### src/rtl/fwc_pkg.sv
package fwc_pkg;

    localparam int CMD_W = 8;
    typedef logic [CMD_W-1:0] cmd_t;

    localparam cmd_t CMD_START    = 8'h01;
    localparam cmd_t CMD_MAP      = 8'h04;
    localparam cmd_t CMD_PROPS    = 8'h05;
    localparam cmd_t CMD_LD_QUERY = 8'h10;
    localparam cmd_t CMD_LD_FRAG  = 8'h11;
    localparam cmd_t CMD_LD_RUN   = 8'h12;
    localparam cmd_t RSP_FLAG     = 8'h80;

    typedef enum logic [2:0] {
        ST_IDLE, ST_ISSUE, ST_WAIT, ST_SCAN, ST_READY, ST_ERR
    } state_t;

    typedef enum logic [2:0] {
        STEP_START, STEP_LD_QUERY, STEP_LD_FRAG, STEP_LD_RUN, STEP_MAP, STEP_PROPS
    } step_t;

    function automatic cmd_t step_cmd(step_t s);
        case (s)
            STEP_START:    return CMD_START;
            STEP_LD_QUERY: return CMD_LD_QUERY;
            STEP_LD_FRAG:  return CMD_LD_FRAG;
            STEP_LD_RUN:   return CMD_LD_RUN;
            STEP_MAP:      return CMD_MAP;
            default:       return CMD_PROPS;
        endcase
    endfunction

    function automatic cmd_t reply_of(cmd_t c);
        return c | RSP_FLAG;
    endfunction

    // Chain of the link bring-up steps that precede the map walk
    function automatic step_t chain_next(step_t s, logic loader_cap);
        case (s)
            STEP_START:    return loader_cap ? STEP_LD_QUERY : STEP_MAP;
            STEP_LD_QUERY: return STEP_LD_FRAG;
            STEP_LD_FRAG:  return STEP_LD_RUN;
            STEP_LD_RUN:   return STEP_MAP;
            default:       return s;
        endcase
    endfunction

endpackage

### src/rtl/fwc_timer.sv
module fwc_timer #(
    parameter int TIMEOUT = 64
) (
    input  logic clk,
    input  logic rst,
    input  logic restart,
    input  logic run,
    output logic expired
);
    localparam int CW = $clog2(TIMEOUT + 1);
    localparam logic [CW-1:0] LIMIT = CW'(TIMEOUT - 1);

    logic [CW-1:0] cnt_q;

    assign expired = run && (cnt_q == LIMIT);

    always_ff @(posedge clk) begin
        if (rst || restart)
            cnt_q <= '0;
        else if (run && !expired)
            cnt_q <= cnt_q + CW'(1);
    end


    timer_bound_chk: assert property (@(posedge clk) disable iff (rst)
        cnt_q <= LIMIT);

endmodule

### src/rtl/fwc_pick.sv
module fwc_pick #(
    parameter int N     = 8,
    parameter int IDX_W = 3
) (
    input  logic [N-1:0]     map,
    output logic             found,
    output logic [IDX_W-1:0] idx
);
    assign found = |map;

    always_comb begin
        idx = '0;
        for (int i = N - 1; i >= 0; i--) begin
            if (map[i]) idx = IDX_W'(i);
        end
    end

endmodule

### src/rtl/fwc_table.sv
module fwc_table #(
    parameter int N     = 8,
    parameter int IDX_W = 3,
    parameter int UW    = 32,
    parameter int LW    = 16
) (
    input  logic             clk,
    input  logic             rst,
    input  logic             we,
    input  logic [IDX_W-1:0] widx,
    input  logic [UW-1:0]    wuuid,
    input  logic [LW-1:0]    wlen,
    input  logic [IDX_W-1:0] ridx,
    output logic             rvalid,
    output logic [UW-1:0]    ruuid,
    output logic [LW-1:0]    rlen
);
    logic [N-1:0]  vld_q;
    logic [UW-1:0] uuid_q [N];
    logic [LW-1:0] len_q  [N];

    for (genvar g = 0; g < N; g++) begin : g_entry
        always_ff @(posedge clk) begin
            if (rst) begin
                vld_q[g]  <= 1'b0;
                uuid_q[g] <= '0;
                len_q[g]  <= '0;
            end else if (we && widx == IDX_W'(g)) begin
                vld_q[g]  <= 1'b1;
                uuid_q[g] <= wuuid;
                len_q[g]  <= wlen;
            end
        end


        entry_fill_chk: assert property (@(posedge clk) disable iff (rst)
            (we && widx == IDX_W'(g)) |=> (vld_q[g] && uuid_q[g] == $past(wuuid)));
    end

    always_comb begin
        rvalid = 1'b0;
        ruuid  = '0;
        rlen   = '0;
        if (int'(ridx) < N) begin
            rvalid = vld_q[ridx];
            ruuid  = uuid_q[ridx];
            rlen   = len_q[ridx];
        end
    end

endmodule

### src/rtl/fwc_discovery.sv
module fwc_discovery
    import fwc_pkg::*;
#(
    parameter int N_CLIENTS = 8,
    parameter int UUID_W    = 32,
    parameter int MAXLEN_W  = 16,
    parameter int TIMEOUT   = 64,
    parameter int UNEXP_W   = 8,
    localparam int IDX_W    = (N_CLIENTS > 1) ? $clog2(N_CLIENTS) : 1,
    localparam int PROP_W   = UUID_W + MAXLEN_W,
    localparam int PAY_W    = (N_CLIENTS > PROP_W) ? N_CLIENTS : PROP_W
) (
    input  logic                clk,
    input  logic                rst,
    input  logic                go,
    output logic                req_valid,
    output logic [7:0]          req_cmd,
    output logic [IDX_W-1:0]    req_id,
    input  logic                rsp_valid,
    input  logic [7:0]          rsp_cmd,
    input  logic [PAY_W-1:0]    rsp_data,
    output logic                link_ready,
    output logic                dma_alloc,
    output logic                link_err,
    output logic [UNEXP_W-1:0]  unexp_cnt,
    input  logic [IDX_W-1:0]    tbl_idx,
    output logic                tbl_valid,
    output logic [UUID_W-1:0]   tbl_uuid,
    output logic [MAXLEN_W-1:0] tbl_maxlen
);
    state_t                state_q, state_d;
    step_t                 step_q, step_d;
    logic [N_CLIENTS-1:0]  remain_q, remain_d;
    logic [IDX_W-1:0]      cur_q, cur_d;
    logic                  dma_q;
    logic [UNEXP_W-1:0]    unexp_q;

    cmd_t                  exp_rsp;
    logic                  in_wait, accept, expired, pick_found, tbl_we;
    logic [IDX_W-1:0]      pick_idx;

    assign exp_rsp = reply_of(step_cmd(step_q));
    assign in_wait = (state_q == ST_WAIT);
    assign accept  = in_wait && rsp_valid && (rsp_cmd == exp_rsp);
    assign tbl_we  = accept && (step_q == STEP_PROPS);

    fwc_timer #(.TIMEOUT(TIMEOUT)) u_timer (
        .clk     (clk),
        .rst     (rst),
        .restart (state_q == ST_ISSUE),
        .run     (in_wait),
        .expired (expired)
    );

    fwc_pick #(.N(N_CLIENTS), .IDX_W(IDX_W)) u_pick (
        .map   (remain_q),
        .found (pick_found),
        .idx   (pick_idx)
    );

    fwc_table #(.N(N_CLIENTS), .IDX_W(IDX_W), .UW(UUID_W), .LW(MAXLEN_W)) u_table (
        .clk    (clk),
        .rst    (rst),
        .we     (tbl_we),
        .widx   (cur_q),
        .wuuid  (rsp_data[UUID_W-1:0]),
        .wlen   (rsp_data[PROP_W-1:UUID_W]),
        .ridx   (tbl_idx),
        .rvalid (tbl_valid),
        .ruuid  (tbl_uuid),
        .rlen   (tbl_maxlen)
    );

    always_comb begin
        state_d  = state_q;
        step_d   = step_q;
        remain_d = remain_q;
        cur_d    = cur_q;
        case (state_q)
            ST_IDLE: begin
                if (go) begin
                    state_d = ST_ISSUE;
                    step_d  = STEP_START;
                end
            end
            ST_ISSUE: state_d = ST_WAIT;
            ST_WAIT: begin
                if (accept) begin
                    case (step_q)
                        STEP_MAP: begin
                            remain_d = rsp_data[N_CLIENTS-1:0];
                            state_d  = ST_SCAN;
                        end
                        STEP_PROPS: begin
                            remain_d[cur_q] = 1'b0;
                            state_d         = ST_SCAN;
                        end
                        default: begin
                            step_d  = chain_next(step_q, rsp_data[0]);
                            state_d = ST_ISSUE;
                        end
                    endcase
                end else if (expired) begin
                    state_d = ST_ERR;
                end
            end
            ST_SCAN: begin
                if (pick_found) begin
                    cur_d   = pick_idx;
                    step_d  = STEP_PROPS;
                    state_d = ST_ISSUE;
                end else begin
                    state_d = ST_READY;
                end
            end
            default: ;
        endcase
    end

    always_ff @(posedge clk) begin
        if (rst) begin
            state_q  <= ST_IDLE;
            step_q   <= STEP_START;
            remain_q <= '0;
            cur_q    <= '0;
            dma_q    <= 1'b0;
            unexp_q  <= '0;
        end else begin
            state_q  <= state_d;
            step_q   <= step_d;
            remain_q <= remain_d;
            cur_q    <= cur_d;
            dma_q    <= (state_q == ST_SCAN) && !pick_found;
            if (rsp_valid && !accept && unexp_q != '1)
                unexp_q <= unexp_q + UNEXP_W'(1);
        end
    end

    assign req_valid  = (state_q == ST_ISSUE);
    assign req_cmd    = req_valid ? step_cmd(step_q) : '0;
    assign req_id     = (req_valid && step_q == STEP_PROPS) ? cur_q : '0;
    assign link_ready = (state_q == ST_READY);
    assign link_err   = (state_q == ST_ERR);
    assign dma_alloc  = dma_q;
    assign unexp_cnt  = unexp_q;


    req_pulse_chk: assert property (@(posedge clk) disable iff (rst)
        req_valid |=> !req_valid);


    dma_in_ready_chk: assert property (@(posedge clk) disable iff (rst)
        dma_alloc |-> link_ready);


    dma_single_chk: assert property (@(posedge clk) disable iff (rst)
        dma_alloc |=> !dma_alloc);


    err_sticky_chk: assert property (@(posedge clk) disable iff (rst)
        link_err |=> (link_err && !req_valid));


    ready_sticky_chk: assert property (@(posedge clk) disable iff (rst)
        link_ready |=> (link_ready && !req_valid));


    store_on_match_chk: assert property (@(posedge clk) disable iff (rst)
        tbl_we |-> (rsp_valid && rsp_cmd == reply_of(CMD_PROPS)));


    unexp_step_chk: assert property (@(posedge clk) disable iff (rst)
        (rsp_valid && rsp_cmd != exp_rsp && unexp_cnt != '1)
            |=> (unexp_cnt == $past(unexp_cnt) + UNEXP_W'(1)));

endmodule

### config.mk
export PLATFORM = sky130hd
export DESIGN_NAME = fwc_discovery
export DESIGN_NICKNAME = d
export VERILOG_FILES = /design/src/rtl/fwc_pkg.sv /design/src/rtl/fwc_timer.sv /design/src/rtl/fwc_pick.sv /design/src/rtl/fwc_table.sv /design/src/rtl/fwc_discovery.sv
export SDC_FILE = /design/constraint.sdc
export NUM_CORES = 1
export LEC_CHECK = 0
export ABC_AREA = 0
export CAP_MARGIN = 10
export CORE_MARGIN = 10
export CORE_UTILIZATION = 36
export CTS_CLUSTER_DIAMETER = 50
export CTS_CLUSTER_SIZE = 12
export DETAILED_ROUTE_END_ITERATION = 7
export DONT_BUFFER_PORTS = 1
export HOLD_SLACK_MARGIN = 0.08
export PLACE_DENSITY_LB_ADDON = 0.3
export RECOVER_POWER = 100
export SLEW_MARGIN = 20
export SYNTH_ARGS = -nofsm -noshare
export SYNTH_HDL_FRONTEND = slang
export SYNTH_SLANG_ARGS = --single-unit
### constraint.sdc
create_clock -name clk -period 4 [get_ports clk]
set_clock_uncertainty 0.1 [all_clocks]
set_input_delay 0.2 -clock clk [delete_from_list [all_inputs] [get_ports clk]]
set_output_delay 0.2 -clock clk [all_outputs]
set_load 0.02 [all_outputs]
Word level (Yosys, flattened, before mapping)
Memories as Yosys holds them, arrays and structs flattened. Index checks and enable logic that the tools add are counted.

Add/subtract/negate cells: 2. Bitwise operators: 18. Multiplexer cells: 71. Reduce and logical (&&, ||, !) cells: 34. Equal/unequal tests: 26. $lt $le $gt $ge: 3.

Operator list (count): 32-bit 2-to-1 mux (8); 16-bit 2-to-1 mux (8); 3-bit 2-to-1 mux (18); 1-bit 2-to-1 mux (28); 5-bit one-hot mux with 5 select lines (1); 3-bit == test, second input constant (8); 3-bit one-hot mux with 4 select lines (2); 3-bit by 2-bit == test with 1-bit output, second input constant (6); 1-bit logical AND (18); 1-bit OR (16); 8-bit one-hot mux with 2 select lines (1); 3-bit by 1-bit == test with 1-bit output, second input constant (3); 3-bit logical NOT (3); 3-bit one-hot mux with 3 select lines (1); 8-bit by 1-bit adder with 8-bit output, second input constant (1); 8-bit AND (1); 8-bit == test (1); 3-bit by 4-bit less-than comparator with 1-bit output, second input constant (2); 8-bit 2-to-1 mux (1); 8-bit != test, second input constant (1); 8-bit inverter (1); 8-bit OR reduction (1); 7-bit by 1-bit adder with 7-bit output, second input constant (1); 7-bit by 6-bit == test with 1-bit output, second input constant (1); other kinds (17) (22).

Memory bits (writable): 384. Output and inout bits: 72. Register bits after elaboration: 41. Logic and storage cells: 171. Input bits: 63. Memories: 2.

Memory list: u_table.uuid_q (depth 8, width 32, read ports 1, clocked after Yosys merged registers in 0, write ports 8, line fwc_table.sv:19) `logic [UW-1:0] uuid_q [N];`; u_table.len_q (depth 8, width 16, read ports 1, clocked after Yosys merged registers in 0, write ports 8, line fwc_table.sv:20) `logic [LW-1:0] len_q [N];`.

Depth between registers and ports, before layout
Gate-level depths: netlist of the first run.

Depth after elaboration: 10. Gate-level depth with buffers: 9. Gate-level depth less buffers: 6.

By module
A second synthesis of the first run with hierarchy kept.

Cells, all modules: 1379. Area total of the unflattened synthesis: 19361.1 um2.

By module, submodules not included: fwc_table (cells an instance 1117, seq. area each 11691.2 um2, instances 1, area each 17254.0 um2); fwc_discovery (cells an instance 212, seq. area each 520.5 um2, instances 1, area each 1694.1 um2); fwc_timer (cells an instance 37, seq. area each 140.1 um2, instances 1, area each 331.6 um2); fwc_pick (cells an instance 13, seq. area each 0.0 um2, instances 1, area each 81.3 um2).

Worst setup path after synthesis of the first run
OpenSTA, ideal clock, no wires.

Kind: reg-to-reg. From: register step_q[0]. To: memory u_table.len_q[2][0] (enable). Cell stages (with the launch flop): 8. Clock period less this slack: 3351 ps. Slack: 649 ps. Data arrival time: 2838 ps. Path through: dfxtp_1 -> or3_1 -> a211oi_1 -> o311a_1 -> buf_2 -> buf_2 -> nand4_1 -> nand2b_1.

RTL lines: start, declared (line fwc_discovery.sv:32) `step_t step_q, step_d;`; start signal, assigned (line fwc_discovery.sv:130) `step_q <= step_d;`; end, declared (line fwc_table.sv:20).

==> qor.txt, run 1 <==
Die area = 63310 um^2
Clock slew at reported path FFs = 0.06 ns
Arrival @ worst endpoint = 3.62 ns
Final setup fails = 0
Crit. End Element = flop
Area contributors post-synth = edfxtp_1 60%, mux4_2 11%, nor2_1 4.7%
P per Cell Area = 444.8 nW/um^2
Share of cells above drive strength 1 = 13.74%
CTS HTree Levels = 2
YS warnings = 0
Drt total wl = 52070 um
Post_cts resized = 0
Vias post-DR = 12.17k
Reg-to-Reg End = u_table.len_q[7][3]
Max Slew Vio Count = 31
Final Hold Vio Count = 0
DP HPWL = 29300 um
Fin crit share = 86.29%
Antenna Nets Post-Route = 0
RD Place Congestion = 0.8146
Worst-case clock buffer depth = 3
Maximum vdd drop = 0.0002897 V
Antenna violations before repair = 5
# port buffers = 0
Worst reg-to-reg path cell count = 6
Outcome = complete, but fails checks
CP required = 4.17 ns
Vias in the first global route = 12.78k
Gate Count Post-Synth = 1475
Synth area leader = edfxtp_1
Cell Area, Synth = 19310 um^2
Hold Crit Start = rsp_valid
CTS tree = yes
Tmin final = 3.452 ns
DRC = 0
Setup bufs post-CTS = 0
Lkg Pwr = 7.046 nW
Tot GR Track Use = 16.31%
Hold buffers post-CTS = 58
Fmax achieved = 289.7 MHz
Gr ovfl total = 0
Setup TNS = 0 ns
I/O pin total = 135
Total of max-cap violations = 1
Post-synth top area share = 59.71%
Post-synthesis cell type count = 51
WS Path Type = reg2reg
Setup slack, reg-to-reg = 0.55 ns
Initial Utilization = 36.53%
Syn_area_per_cell = 13.09 um^2
Hold depth = 4
RSZ-0062 raised after global routing = false
# clock sinks = 425
Setup WS pre-CTS = 0.6598 ns
CTS Buf Count = 46
Failing checks = max-capacitance violations, max-slew violations
Area Overhead vs Synth = 13.37%
Yosys reg bits = 425
Vias per cell = 5.538
Post-synth EDFFs = 384
DIE HEIGHT = 251.6 um
Largest net degree at the start of global routing = 99
Ys flop type = edfxtp_1
DIE WIDTH = 251.6 um
Root Buffer = clkbuf_16
First-pass GRT wire length = 79640 um
FF-to-FF Start = step_q[1]
Wirelength per Cell = 23.69 um
Pre-antenna DRT Iters = 6
Seq/Total Area, Yosys = 63.96%
Hold Crit Class = in2reg
Layout Nets = 1553
WHS Endpoint = u_table.uuid_q[6][0]
Critical path fanouts, max = 22
Worst-margin pin slew = 1.580 ns
Post-synth ARST share = 0%
Drt initial violations = 993
Startpoint Class = flop
Clock Latency Late Sink = 0.58 ns
Slew HR = -5.331%
Setup ws final = 0.5485 ns
Core area = 52870 um^2
Row count = 84
## cell usage after synthesis, types with 4 or more instances
| cell type | count |
|---|---|
| buf_2 | 18 |
| clkbuf_1 | 94 |
| nand2_1 | 115 |
| nand4b_1 | 11 |
| nor3_1 | 176 |
| buf_1 | 9 |
| a31o_2 | 4 |
| or3_1 | 6 |
| a211oi_1 | 5 |
| o41ai_1 | 5 |
| or4_1 | 5 |
| nor2_1 | 240 |
| dfxtp_1 | 41 |
| nand2b_1 | 12 |
| o31ai_1 | 4 |
| o21ai_0 | 13 |
| a21oi_1 | 33 |
| inv_1 | 67 |
| buf_4 | 5 |
| and3_1 | 4 |
| nand4_1 | 9 |
| nand3_1 | 9 |
| nor2b_1 | 12 |
| edfxtp_1 | 384 |
| xnor2_1 | 5 |
| mux2_2 | 52 |
| mux4_2 | 98 |
## cell type report
| class | instances | area [um^2] |
|---|---|---|
| Antenna cell | 3 | 7.507 |
| Clock buffer | 51 | 1191 |
| Clock inverter | 16 | 141.4 |
| Fill cell | 4816 | 30970 |
| Inverter | 67 | 251.5 |
| Multi-Input combinational cell | 860 | 6228 |
| Sequential cell | 425 | 12350 |
| Tap cell | 688 | 860.8 |
| Timing Repair Buffer | 88 | 860.8 |
## critical path: stages (launching register included)
cell      delay [ns]
dfxtp_1         0.47
or3_1           0.42
a211oi_1        0.35
o311a_1         0.49
nand4_1         0.20
nand2b_1        0.80
buf_12          0.30
## kinds of logic (layout without fill, tap and decap cells)
logic type	Yosys count	after routing	synth area share (%)
simple gates	615	615	14.41
flops	425	425	63.96
buf+inv	193	222	3.965
mux	152	152	14.56
compound gates	79	79	2.592
xor+xnor	8	8	0.3628
fa+ha+maj	2	2	0.1296
other cells	1	7	0.01942
## layer usage
layer | vias up | part of all wire (%) | routed length [um] | global-route usage (%)
met5 | - | 0.052 | 27 | 0
met4 | 4 | 2.1 | 1074 | 5.073
met3 | 76 | 7.1 | 3681 | 3.547
met2 | 413 | 48 | 25230 | 27.42
met1 | 6214 | 42 | 22060 | 20.75
li1 | 5466 | - | - | -
## metrics by stage
stage | hold WS [ns] | instances | power, mW | instance area (um^2) | util [%]
2_1_floorplan | 0.2685 | 1478 | 5.703 | 19320 | -
3_3_place_gp | 0.1750 | 2070 | 5.837 | 20060 | 37.95
3_5_place_dp | 0.1764 | 2070 | 5.848 | 20070 | 37.96
4_1_cts | 0.09642 | 2195 | 9.850 | 21990 | 41.60
5_1_grt | 0.1741 | 2198 | 10.04 | 21890 | 41.41
6_report | 0.1079 | 2198 | 9.738 | 21890 | 41.41
## worst max path at each step
stage / from / to / cells past startpoint
global placement: step_q[1] / u_table.uuid_q[7][26] / 7
finish: step_q[1] / u_table.len_q[7][3] / 6
CTS: step_q[1] / u_table.len_q[5][8] / 7
global route: step_q[1] / u_table.uuid_q[7][30] / 6
floorplan: step_q[0] / u_table.len_q[2][0] / 7
detailed placement: step_q[1] / u_table.uuid_q[5][1] / 7
## sequential cells by signal (all words and copies together), names as in the netlist
register / flops
remain_q: 8
u_timer.cnt_q: 7
dma_alloc: 1
u_table.len_q: 128
unexp_cnt: 8
u_table.uuid_q: 256
step_q: 3
cur_q: 3
state_q: 3
u_table.vld_q: 8
## power by group
group / switching [mW] / internal [mW]
combinational: 0.463 / 0.292
clock: 1.74 / 2.19
sequential: 0.0734 / 4.98
total: 2.28 / 7.46
## cells in the final DEF (no fill, tap or decap), types with 3 or more instances in the layout
cell,Yosys,routed
and3_1,4,4
nand2b_1,12,6
nand3_1,9,9
diode_2,0,3
conb_1,1,4
dlygate4sd3_1,0,57
clkbuf_2,0,4
a311oi_1,3,3
xor2_1,3,3
a211oi_1,5,5
nor2_1,240,240
edfxtp_1,384,384
clkinv_2,0,5
buf_4,5,11
o41ai_1,5,5
buf_12,0,6
nand4b_1,11,12
nor3_1,176,176
or3_1,6,6
inv_1,67,67
nor2b_1,12,10
inv_6,0,4
nand2_1,115,114
mux2_2,52,4
nand4_1,9,9
clkbuf_1,94,7
mux4_2,98,98
o21ai_0,13,13
a21oi_1,33,33
nor3b_1,3,3
clkbuf_4,0,6
dfxtp_1,41,41
clkbuf_16,0,47
o31ai_1,4,4
xnor2_1,5,5
nor4_1,3,3
mux2_1,0,48
nand2b_2,0,6
a31o_2,4,4
or4_1,5,5
No activity file was read; power rests on OpenSTA's default activity.
==> run 2: changes to the inputs <==
==> constraint.sdc (replaced) <==
create_clock -name clk -period 3.2 [get_ports clk]
set_clock_uncertainty 0.1 [all_clocks]
set_input_delay 0.16 -clock clk [delete_from_list [all_inputs] [get_ports clk]]
set_output_delay 0.16 -clock clk [all_outputs]
set_load 0.02 [all_outputs]
==> run 2 against run 1 <==
  * The flow now finishes without violations
  * Wire length increased by 2.6%
  * Final area grew 1.1%
  * First-iteration DRC count rose by 3.1%
  * Register-to-register slack got worse by 0.32 ns
  * Global-route usage up 0.44 points
  * Sequential cell count stayed put
  * Critical endpoint is now remain_q[1]
  * Highest routed layer unchanged
==> qor.txt, run 2 (synthesis results as in run 1) <==
Vias post-DR = 12.34k (+1.4%)
Setup slack, reg-to-reg = 0.23 ns (-0.32 ns)
Final setup fails = 0 (unchanged)
Drt total wl = 53420 um (+2.6%)
FF-to-FF Start = step_q[2]
Layout Nets = 1569 (+1.0%)
Max Slew Vio Count = 0 (-100%)
Vias per cell = 5.543 (about the same)
Clock Latency Late Sink = 0.58 ns (about the same)
Placed instance area = 20260 um^2 (+0.94%)
RD Place Congestion = 0.8177 (+0.38%)
Worst-case clock buffer depth = 3 (unchanged)
Die area = 63310 um^2 (unchanged)
Tmin final = 2.969 ns (-0.4824 ns)
Worst reg-to-reg path cell count = 7 (+1)
CP peak stage delay = 0.56 ns (-0.24 ns)
CP required = 3.56 ns (-0.61 ns)
Wirelength per Cell = 23.99 um (+1.3%)
Most frequent cells in the layout = 384 x edfxtp_1, 240 x nor2_1, 176 x nor3_1
RSZ-0062 raised after global routing = false
Core area = 52870 um^2 (unchanged)
Area Overhead vs Synth = 14.63%
Drt initial violations = 1024 (+3.1%)
Cell depth of the worst setup path = 7 (+1)
Overall power consumption = 12.55 mW (+29%)
CTS tree = yes
Crit. End Element = flop
Root Buffer = clkbuf_16
Clock slew at reported path FFs = 0.06 ns (about the same)
Startpoint Class = flop
Lkg Pwr = 7.194 nW (+2.1%)
Critical Path Sink = remain_q[1]
CP top delay family = buffers and inverters
Setup TNS = 0 ns (unchanged)
Hold Crit Class = in2reg
Design Area, Final = 22140 um^2 (+1.1%)
First-pass GRT wire length = 80920 um (+1.6%)
Fmax achieved = 336.8 MHz (+16%)
DIE WIDTH = 251.6 um (unchanged)
Largest net degree at the start of global routing = 99 (unchanged)
DIE HEIGHT = 251.6 um (unchanged)
Final Hold Vio Count = 0 (unchanged)
# port buffers = 0 (unchanged)
Critical path fanouts, max = 28 (+27%)
Outcome = finished, final reports clean
Critical path launch point = step_q[2]
Arrival @ worst endpoint = 3.33 ns (-0.29 ns)
Initial Utilization = 36.53% (unchanged)
CP Buf/Inv Count = 3 (+2)
Crit-path cells = inv_1 > a211oi_1 > o311a_2 > buf_4 > a31o_2 > a21oi_1 > dlygate4sd3_1
Crit-path slowest cell = dlygate4sd3_1
Most flop-heavy register = u_table.uuid_q
Top Registers = u_table.uuid_q x256, u_table.len_q x128
# fillers = 4855 (+0.81%)
Tot GR Track Use = 16.75% (+0.44 points)
CTS Buf Count = 48 (+4.3%)
Share of cells above drive strength 1 = 14.72% (+0.99 points)
WS Path Type = reg2reg
Reg-to-Reg End = remain_q[1]
Pre-antenna DRT Iters = 5 (-1)
Worst-margin pin slew = 1.002 ns (-0.5784 ns)
Slew HR = 32.17% (+38 points)
Vias in the first global route = 12.97k (+1.5%)
CTS HTree Levels = 2 (unchanged)
Fin crit share = 92.78% (+6.5 points)
Maximum vdd drop = 0.0005008 V (+73%)
DP HPWL = 29320 um (about the same)
# clock sinks = 425 (unchanged)
Largest register FFs = 256 (unchanged)
DRC = 0 (unchanged)
Leading cell type in the layout, fill and taps excluded = edfxtp_1
I/O pin total = 135 (unchanged)
Total of max-cap violations = 0 (-1)
Gr ovfl total = 0 (unchanged)
P per Cell Area = 566.9 nW/um^2 (+27%)
Antenna violations before repair = 7 (+2)
Row count = 84 (unchanged)
Post-Route Utilization = 41.87% (+0.46 points)
Antenna Nets Post-Route = 0 (unchanged)
run 2: changes by cell type in the layout (fill, tap and decap cells not counted), sizes merged:
cell      change
buf           +6
bufinv        +2
clkbuf       +18
clkinv        +2
clkinvlp      +1
diode         +1
inv           -1
run 2: worst min-delay path by stage:
stage / depth (start not counted) / to / slack (ns) / startpoint
3_3_place_gp: 1 / state_q[0] / 0.14 / rst
5_1_grt: 4 / u_table.vld_q[7] / 0.13 / rsp_valid
2_1_floorplan: 2 / remain_q[7] / 0.23 / rsp_data[7]
6_report: 4 / u_table.vld_q[4] / 0.12 / rsp_valid
4_1_cts: 3 / u_table.uuid_q[7][28] / 0.13 / rst
3_5_place_dp: 1 / state_q[0] / 0.14 / rst
run 2: where the power goes:
| part | internal, mW | leakage [nW] | switching (mW) |
|---|---|---|---|
| combinational | 0.369 | 2.19 | 0.600 |
| sequential | 6.22 | 4.29 | 0.0830 |
| clock | 3.06 | 0.711 | 2.23 |
| total | 9.64 | 7.19 | 2.91 |
run 2: cell type report:
class | instances | area (um^2) | share of cell area (%)
Sequential cell | 425 | 12350 | 55.80
Multi-Input combinational cell | 860 | 6250 | 28.23
Clock buffer | 61 | 1271 | 5.742
Timing Repair Buffer | 102 | 932.1 | 4.211
Tap cell | 688 | 860.8 | 3.889
Inverter | 67 | 251.5 | 1.136
Clock inverter | 20 | 210.2 | 0.9495
Antenna cell | 4 | 10.01 | 0.04522
run 2: metal layers:
metal	part of all wire (%)	vias up	GRT usage, %	wire [um]
met5	0.082	-	0	44
met4	1.9	6	4.346	1019
met3	7.7	76	4.328	4121
met2	49	414	28.33	26440
met1	41	6339	21.08	21790
li1	-	5509	-	-
run 2: tightest hold or removal path: cells and delay by family:
| kind | cells | cell delay (ns) |
|---|---|---|
| and+or+nand+nor | 2 | 0.21 |
| AOI/OAI and AO/OA | 2 | 0.38 |
run 2: timing repair:
item,in CTS,in global routing
setup buffers,0,0
endpoints found under the setup margin,0,98
hold buffers,58,0
resized for setup,0,1
hold endpoints to repair,663,0
run 2: stage by stage:
step	setup WS (ns)	std cells	hold WS, ns
3_3_place_gp	0.3735	2084	0.1361
2_1_floorplan	0.2305	1478	0.2285
4_1_cts	0.1481	2223	0.1268
6_report	0.2309	2227	0.1196
3_5_place_dp	0.1958	2084	0.1377
5_1_grt	0.03801	2226	0.1279
